$ cat config.mk
export PLATFORM = sky130hd
export DESIGN_NAME = sync_rx_master
export DESIGN_NICKNAME = d
export VERILOG_FILES = /design/src/rtl/srx_pkg.sv /design/src/rtl/srx_sclk_gen.sv /design/src/rtl/srx_word_asm.sv /design/src/rtl/srx_ctrl.sv /design/src/rtl/sync_rx_master.sv
export SDC_FILE = /design/constraint.sdc
export NUM_CORES = 1
export LEC_CHECK = 0
export BUFFER_PORTS_ARGS = -buffer_cell sky130_fd_sc_hd__clkbuf_2
export CORE_UTILIZATION = 25
export CTS_CLUSTER_SIZE = 16
export DETAILED_ROUTE_END_ITERATION = 10
export GPL_ROUTABILITY_DRIVEN = 0
export HOLD_SLACK_MARGIN = 0.05
export PLACE_DENSITY = 0.52
export SLEW_MARGIN = 0
export SYNTH_ARGS = -nofsm -noshare
export SYNTH_HDL_FRONTEND = slang
export SYNTH_SLANG_ARGS = --single-unit
$ cat constraint.sdc
create_clock -name clk -period 2.5 [get_ports clk]
set_input_delay 0.125 -clock clk [delete_from_list [all_inputs] [get_ports clk]]
set_output_delay 0.125 -clock clk [all_outputs]
set_load 0.02 [all_outputs]
$ cat src/rtl/srx_pkg.sv
package srx_pkg;
  typedef enum logic [1:0] {
    PH_IDLE = 2'd0,
    PH_LOW  = 2'd1,
    PH_HIGH = 2'd2
  } sck_phase_t;
endpackage

$ cat src/rtl/srx_sclk_gen.sv
module srx_sclk_gen
  import srx_pkg::*;
#(
  parameter int HALF = 2
) (
  input  logic clk,
  input  logic clr,
  input  logic start,
  input  logic keep_going,
  output logic sck,
  output logic rise_evt,
  output logic fall_evt,
  output logic idle
);
  localparam int CW = (HALF > 1) ? $clog2(HALF) : 1;
  localparam logic [CW-1:0] CNT_LAST = CW'(HALF - 1);

  sck_phase_t     phase;
  logic [CW-1:0]  cnt;
  logic           at_end;

  assign at_end   = (cnt == CNT_LAST);
  assign rise_evt = (phase == PH_LOW)  && at_end;
  assign fall_evt = (phase == PH_HIGH) && at_end;
  assign idle     = (phase == PH_IDLE);

  always_ff @(posedge clk) begin
    if (clr) begin
      phase <= PH_IDLE;
      cnt   <= '0;
      sck   <= 1'b0;
    end else begin
      case (phase)
        PH_IDLE: begin
          cnt <= '0;
          if (start) phase <= PH_LOW;
        end
        PH_LOW: begin
          if (at_end) begin
            phase <= PH_HIGH;
            cnt   <= '0;
            sck   <= 1'b1;
          end else begin
            cnt <= cnt + 1'b1;
          end
        end
        PH_HIGH: begin
          if (at_end) begin
            cnt   <= '0;
            sck   <= 1'b0;
            phase <= keep_going ? PH_LOW : PH_IDLE;
          end else begin
            cnt <= cnt + 1'b1;
          end
        end
        default: begin
          phase <= PH_IDLE;
          cnt   <= '0;
          sck   <= 1'b0;
        end
      endcase
    end
  end
endmodule

$ cat src/rtl/srx_word_asm.sv
module srx_word_asm #(
  parameter int WORD_W = 9,
  parameter int IDX_W  = 4
) (
  input  logic              clk,
  input  logic              clr,
  input  logic              sample_en,
  input  logic [IDX_W-1:0]  bit_idx,
  input  logic              rx_in,
  output logic [WORD_W-1:0] shreg
);
  for (genvar i = 0; i < WORD_W; i++) begin : g_bit
    always_ff @(posedge clk) begin
      if (clr)
        shreg[i] <= 1'b0;
      else if (sample_en && (bit_idx == IDX_W'(i)))
        shreg[i] <= rx_in;
    end
  end
endmodule

$ cat src/rtl/srx_ctrl.sv
module srx_ctrl #(
  parameter int DATA_W = 8,
  parameter int WORD_W = DATA_W + 1,
  parameter int IDX_W  = 4
) (
  input  logic              clk,
  input  logic              clr,
  input  logic              cont_en,
  input  logic              single_set,
  input  logic              nine_bit,
  input  logic              idle,
  input  logic              fall_evt,
  input  logic [WORD_W-1:0] shreg,
  output logic              start,
  output logic              keep_going,
  output logic [IDX_W-1:0]  bit_idx,
  output logic              word_valid,
  output logic [DATA_W-1:0] word_data,
  output logic              word_bit9,
  output logic              single_pend
);
  logic             w9;
  logic [IDX_W-1:0] last_idx;
  logic             is_last;
  logic             word_done;

  assign last_idx   = w9 ? IDX_W'(WORD_W - 1) : IDX_W'(DATA_W - 1);
  assign is_last    = (bit_idx == last_idx);
  assign word_done  = fall_evt && is_last;
  assign start      = idle && (cont_en || single_pend);
  assign keep_going = !is_last || cont_en || single_set;

  always_ff @(posedge clk) begin
    if (clr) begin
      bit_idx     <= '0;
      w9          <= 1'b0;
      word_valid  <= 1'b0;
      word_data   <= '0;
      word_bit9   <= 1'b0;
      single_pend <= 1'b0;
    end else begin
      word_valid <= word_done;
      if (start) begin
        bit_idx <= '0;
        w9      <= nine_bit;
      end else if (fall_evt) begin
        if (is_last) begin
          bit_idx <= '0;
          w9      <= nine_bit;
        end else begin
          bit_idx <= bit_idx + 1'b1;
        end
      end
      if (word_done) begin
        word_data <= shreg[DATA_W-1:0];
        word_bit9 <= w9 & shreg[WORD_W-1];
      end
      if (single_set)
        single_pend <= 1'b1;
      else if (word_done)
        single_pend <= 1'b0;
    end
  end
endmodule

$ cat src/rtl/sync_rx_master.sv
module sync_rx_master #(
  parameter int DATA_W = 8,
  parameter int HALF   = 2
) (
  input  logic              clk,
  input  logic              rst,
  input  logic              port_en,
  input  logic              nine_bit,
  input  logic              single_set,
  input  logic              cont_en,
  input  logic              rx_in,
  output logic              sck,
  output logic              word_valid,
  output logic [DATA_W-1:0] word_data,
  output logic              word_bit9,
  output logic              single_pend
);
  localparam int WORD_W = DATA_W + 1;
  localparam int IDX_W  = $clog2(WORD_W + 1);

  logic              clr;
  logic              start;
  logic              keep_going;
  logic              rise_evt;
  logic              fall_evt;
  logic              idle;
  logic [IDX_W-1:0]  bit_idx;
  logic [WORD_W-1:0] shreg;

  assign clr = rst || !port_en;

  srx_sclk_gen #(.HALF(HALF)) u_sclk (
    .clk(clk), .clr(clr), .start(start), .keep_going(keep_going),
    .sck(sck), .rise_evt(rise_evt), .fall_evt(fall_evt), .idle(idle)
  );

  srx_word_asm #(.WORD_W(WORD_W), .IDX_W(IDX_W)) u_asm (
    .clk(clk), .clr(clr), .sample_en(rise_evt), .bit_idx(bit_idx),
    .rx_in(rx_in), .shreg(shreg)
  );

  srx_ctrl #(.DATA_W(DATA_W), .WORD_W(WORD_W), .IDX_W(IDX_W)) u_ctrl (
    .clk(clk), .clr(clr), .cont_en(cont_en), .single_set(single_set),
    .nine_bit(nine_bit), .idle(idle), .fall_evt(fall_evt), .shreg(shreg),
    .start(start), .keep_going(keep_going), .bit_idx(bit_idx),
    .word_valid(word_valid), .word_data(word_data), .word_bit9(word_bit9),
    .single_pend(single_pend)
  );
endmodule

==> flow_summary.toml, run 1 <==
[run_status]
status = "finished clean"

[synthesis]
synth_compound_area_share_pct = 10.6
synth_largest_area_cell = "dfxtp_1"
yosysWarnings = 0
synth_nets = 171
synthArstFlopShare_pct = 0
synth_flop_cell = "dfxtp_1"
netlist_instances = 155
synth_edf_count = 0
ys_top_cells_by_count = "dfxtp_1, nor2_1, nand2_1"
yosysTopAreaCellShare_pct = 40.5
synth_area_um2 = 1440
synth_top_family_by_area = "simple AND/OR/NAND/NOR gates"
synth_mux_area_share_pct = 9.76
yosys-top-cells-area = "dfxtp_1, mux2i_1, ha_1"
synth_fa_ha_area_share_pct = 7.85
synth_xor_area_share_pct = 0
synth_area_per_cell_um2 = 9.26
yosysSeqAreaShare_pct = 40.5
synth-simple-area-share_pct = 26.7
ys_types = 36
synth_most_common_cell = "dfxtp_1"
ys_ff_latch = 29

[setup_path]
worst-setup-path-type = "register to register"
worst-path-buf-inv = 2
critPathSlowestCell = "dfxtp_1"
r2r_slack_ns = 0.76
cp.required_ns = 2.66
reg2reg_to = "u_ctrl.word_data[1]$_SDFFE_PP0P_"
end_kind = "register"
cp-start-kind = "register"
critical_path.max_stage_delay_ns = 0.35
worstPathArrival_ns = 1.90
crit_fanout = 10
crit_family = "flip-flops"
rr_worst_depth = 7
r2r-start = "u_sclk.phase[0]$_SDFFE_PP0P_"
crit_chain = "inv_1 > ha_1 > nand3b_1 > o22ai_2 > buf_4 > mux2i_1 > nor2_1"

[clock_tree]
clkSlewWorstSetupHoldPaths_ns = 0.06
cts_max_level = 2
root_buffer = "clkbuf_8"
numCtsBuffers = 5
cts_hold_buf = 0
cts_sinks = 29
cts_tree = "yes"
ctsLongestPathBuffers = 2
cts_setup_buffers = 0
insertion_delay_ns = 0.28
cts_resized = 0

[timing]
postLayoutSetupSlackWorst_ns = 0.761
max_freq_mhz = 575
fin_crit_ns = 1.74
hold_viol = 0
finalCritPeriodShare_pct = 69.6
relSlewSlack_pct = 69.9
rsz0062_at_grt = "no"
tightestPinTransition_ns = 0.446
setup-violations-final = 0
finalMaxSlewViolations = 0
setup_tns_ns = 0
fin_hold_ws_ns = 0.0821
clock_skew_ns = 0.00495

[worst_hold_path]
hp-class = "input pin to register"
min_from = "nine_bit"
holdPathEnd = "u_ctrl.w9$_SDFFE_PP0P_"
min_path_cells = 3

[global_routing]
grt_max_degree = 25
antenna_found_initial = 0
overflow = 0
grt_pass1_vias = 1100
grt_first_pass_wirelength_um = 5050
grtUsageTotal_pct = 10.7

[power]
ir_drop_uv = 295
p_per_area_nw_per_um2 = 563
power.leakage_nw = 0.602
power_mw = 0.946

[placed_design]
dp_cells = 239
port_buffers = 18
pre_cts_ws_ns = 0.764
hpwl_um = 2040

[drt]
wl_met1_um = 1410
drc = 0
wl_um = 2800
vias = 1112
met2_wirelength_um = 1260
final_antenna_net_count = 0
wl_met3_um = 93
drtPass1Iterations = 4
viasPerCell = 4.50
wire_per_inst_um = 11.3
topRoutingLayerUsed = "met4"
drt-initial-drc-count = 23

[finish]
drive_gt1_share_pct = 19.4
stdcell_count = 247
antenna_cells = 0
nFillCells = 594
multiInputGateArea_um2 = 788
nNetsFinal = 190
register_area_um2 = 581
areaGrowthSynthToFinish_pct = 17.1

[die]
die_h_um = 77.8
core-area_um2 = 5510
ios = 19
rows = 27
start_util_pct = 26.1
die_w_um = 77.8
dieArea_um2 = 6050

[run]
drv_cap = 0
[metrics by stage]
stage	utilization (%)	cell area, um^2
6_report	30.5	1680
5_1_grt	30.5	1680
4_1_cts	30.5	1680
3_5_place_dp	28.7	1580
3_3_place_gp	28.7	1580
2_1_floorplan	-	1440
[report_power, final]
part           total (mW)  internal [mW]  switching (mW)
registers           0.472          0.466         0.00601
logic              0.0518         0.0207          0.0310
clock network       0.422          0.248           0.174
total               0.946          0.735           0.211
[cell usage in the layout, fill, tap and decap left out, types with 2 or more instances in the layout]
master,instances
ha_1,9
buf_4,2
nor3b_1,4
nand3b_1,2
nor2_1,18
o21ai_0,4
nand2_1,16
dfxtp_1,29
nand3_1,10
mux2i_1,14
o2111ai_1,2
clkbuf_8,7
nor2b_1,5
a21oi_1,10
clkbuf_2,18
nor3_1,2
inv_1,4
[per-layer routing]
layer	up-vias	GRT usage, %
met2	15	17.8
met5	-	0
met3	6	3.76
met1	511	12.5
met4	0	3.96
li1	580	-
[tightest hold or removal path: stages]
cell and delay, ns:
clkbuf_2 0.08, mux2i_1 0.05, nor2_1 0.07
[kinds of logic (layout without fill, tap and decap cells)]
| kind of cell | count (synthesis) | count (layout) |
|---|---|---|
| fa+ha+maj | 9 | 9 |
| mux | 14 | 14 |
| buf+inv | 12 | 32 |
| compound gates | 23 | 23 |
| flops | 29 | 29 |
| simple gates | 68 | 68 |
[worst max path at each step]
stage | startpoint | endpoint | depth (start not counted)
6_report | u_sclk.phase[0]$_SDFFE_PP0P_ | u_ctrl.word_data[1]$_SDFFE_PP0P_ | 7
5_1_grt | u_sclk.phase[0]$_SDFFE_PP0P_ | u_ctrl.word_data[0]$_SDFFE_PP0P_ | 7
4_1_cts | u_sclk.phase[0]$_SDFFE_PP0P_ | u_ctrl.word_data[5]$_SDFFE_PP0P_ | 7
3_5_place_dp | u_sclk.phase[0]$_SDFFE_PP0P_ | u_ctrl.word_data[4]$_SDFFE_PP0P_ | 7
3_3_place_gp | u_sclk.phase[0]$_SDFFE_PP0P_ | u_sclk.phase[0]$_SDFFE_PP0P_ | 6
2_1_floorplan | u_sclk.phase[0]$_SDFFE_PP0P_ | u_sclk.phase[0]$_SDFFE_PP0P_ | 7
[area by class of cell]
cell class                 count  area share [%]
multi-input combinational    114            46.9
sequential                    29            34.5
clock buffer                   7            5.73
timing repair buffer          20            6.25
inverter                       4           0.894
tap                           72            5.36
clock inverter                 1           0.298
[sequential cells by signal (all words and copies together), names as in the netlist]
| signal | flops |
|---|---|
| u_asm.shreg | 9 |
| u_ctrl.word_data | 8 |
| u_ctrl.bit_idx | 4 |
| u_sclk.phase | 2 |
| u_ctrl.single_pend | 1 |
| u_ctrl.w9 | 1 |
| u_ctrl.word_bit9 | 1 |
| u_ctrl.word_valid | 1 |
| u_sclk.at_end | 1 |
| u_sclk.sck | 1 |
Note: power is estimated with default switching activity, not from simulation.
==> run 2, diff against run 1 <==
Settings changed: PLACE_DENSITY 0.52 to 0.53.
Clock period 2.5 ns to 1.4 ns, I/O delays scaled along.
==> flow_summary.toml, run 2 (synthesis gave the netlist of run 1 again) <==
[power]
power.leakage_nw = 0.822
power_mw = 1.75
p_per_area_nw_per_um2 = 830
ir_drop_uv = 542

[timing]
hold_viol = 0
setup_tns_ns = -0.930
postLayoutSetupSlackWorst_ns = -0.126
tightestPinTransition_ns = 0.364
finalCritPeriodShare_pct = 109
relSlewSlack_pct = 75.7
clock_skew_ns = 0.00845
max_freq_mhz = 655
fin_crit_ns = 1.53
finalMaxSlewViolations = 0
rsz0062_at_grt = "yes"
setup-violations-final = 20

[run]
drv_cap = 0

[global_routing]
grt_pass1_vias = 1236
grtUsageTotal_pct = 11.6
overflow = 0
antenna_found_initial = 0
use_met2_pct = 19.3
grt_first_pass_wirelength_um = 5420
grt.met3_usage_pct = 3.06
top_usage_layer = "met2"
grt_max_degree = 24
grt_use_met1_pct = 14.0

[finish]
nNetsFinal = 227
top_register = "u_asm.shreg"
mostFrequentLayoutCells = "buf_4, dfxtp_1, clkbuf_2"
stdcell_count = 284
nFillCells = 542
antenna_cells = 0
final_common_cell = "buf_4"
drive_gt1_share_pct = 42.5
reg_top3 = "u_asm.shreg (9), u_ctrl.word_data (8), u_ctrl.bit_idx (4)"
largest_register_ffs = 9
areaGrowthSynthToFinish_pct = 46.8

[die]
dieArea_um2 = 6050
die_h_um = 77.8
die_w_um = 77.8
ios = 19
core-area_um2 = 5510
start_util_pct = 26.1
rows = 27

[setup_path]
critPathSlowestCell = "or4_1"
crit_chain = "inv_2 > ha_4 > buf_4 > nor2_4 > o2bb2ai_2 > or4_1 > o21ai_1"
cp-start-kind = "register"
worst-setup-path-type = "register to register"
end_kind = "register"
cp.required_ns = 1.61
crit_fanout = 5
worstPathArrival_ns = 1.73
worst-path-buf-inv = 2
crit_family = "simple AND/OR/NAND/NOR gates"
critical_path.max_stage_delay_ns = 0.46

[placed_design]
port_buffers = 18
pre_cts_ws_ns = -0.165
dp_cells = 267
hpwl_um = 2280

[drt]
vias = 1240
wl_um = 3230
viasPerCell = 4.37
drc = 0
final_antenna_net_count = 0
drtPass1Iterations = 4
wire_per_inst_um = 11.4
drt-initial-drc-count = 55

[clock_tree]
clkSlewWorstSetupHoldPaths_ns = 0.07
cts_max_level = 2
root_buffer = "clkbuf_8"
ctsLongestPathBuffers = 2
cts_sinks = 29
numCtsBuffers = 5
cts_tree = "yes"
insertion_delay_ns = 0.28

[run_status]
failed_checks = "negative setup slack"
status = "finished, violations left"

[worst_hold_path]
hp-class = "input pin to register"
-- run 2: changes by cell type in the layout (fill, tap and decap cells not counted), moves of 2 or more --
cell	previous run	this run
a21oi_1	10	8
buf_6	0	4
nor3b_1	4	2
dfxtp_4	0	3
nor3b_2	0	2
buf_4	2	32
ha_1	9	7
nand2_1	16	14
dlygate4sd3_1	0	2
a21oi_2	0	2
dfxtp_2	0	2
dfxtp_1	29	24
-- run 2: final timing paths --
| kind | start | end | slack, ns | depth (start not counted) |
|---|---|---|---|---|
| worst min register to register | u_asm.shreg[1]$_SDFFE_PP0P_ | u_asm.shreg[1]$_SDFFE_PP0P_ | 0.45 | 2 |
| worst max register to register | u_sclk.phase[0]$_SDFFE_PP0P_ | u_sclk.phase[0]$_SDFFE_PP0P_ | -0.13 | 7 |
| worst min-delay path | cont_en | u_sclk.phase[0]$_SDFFE_PP0P_ | 0.11 | 3 |
| worst max-delay path | u_sclk.phase[0]$_SDFFE_PP0P_ | u_sclk.phase[0]$_SDFFE_PP0P_ | -0.13 | 7 |
-- run 2: timing repair --
item                                    in CTS  in global routing
endpoints found under the setup margin      22                 26
setup buffers                                4                  3
hold buffers                                 2                  0
gates resized for setup                     14                 17
pin swaps                                    4                 10
gates cloned                                 1                  0
hold endpoints to repair                     2                  0
-- run 2: through the flow --
stage / utilization, % / area [um^2] / hold WS [ns]
floorplan: - / 1450 / 0.194
global placement: 32.9 / 1810 / 0.315
detailed placement: 32.9 / 1810 / 0.314
CTS: 37.0 / 2040 / 0.130
global route: 38.3 / 2110 / 0.129
finish: 38.3 / 2110 / 0.114
-- run 2: per-layer routing --
layer  routed length, um  up-vias  share of wire (%)
met5                   0        -                  0
met4                  46        0                1.4
met3                  99        5                3.1
met2                1530       16                 47
met1                1560      565                 48
li1                    -      654                  -
-- run 2: tightest hold or removal path, stage by stage --
cell      delay [ns]
clkbuf_2        0.12
nor4_2          0.05
o21ai_1         0.12
-- run 2: area by class of cell --
| type | count | area [um^2] | share of cell area (%) |
|---|---|---|---|
| clock buffers | 7 | 96.3 | 4.57 |
| clock inverters | 1 | 5.00 | 0.238 |
| inverters | 4 | 15.0 | 0.713 |
| multi-input cells | 114 | 891 | 42.3 |
| flip-flops and latches | 29 | 594 | 28.2 |
| well taps | 72 | 90.1 | 4.28 |
| repair buffers | 57 | 415 | 19.7 |
-- run 2: power breakdown --
part           switching [mW]  internal, mW
clock network           0.315         0.443
logic                  0.0747        0.0797
registers             0.00914         0.828
total                   0.399          1.35
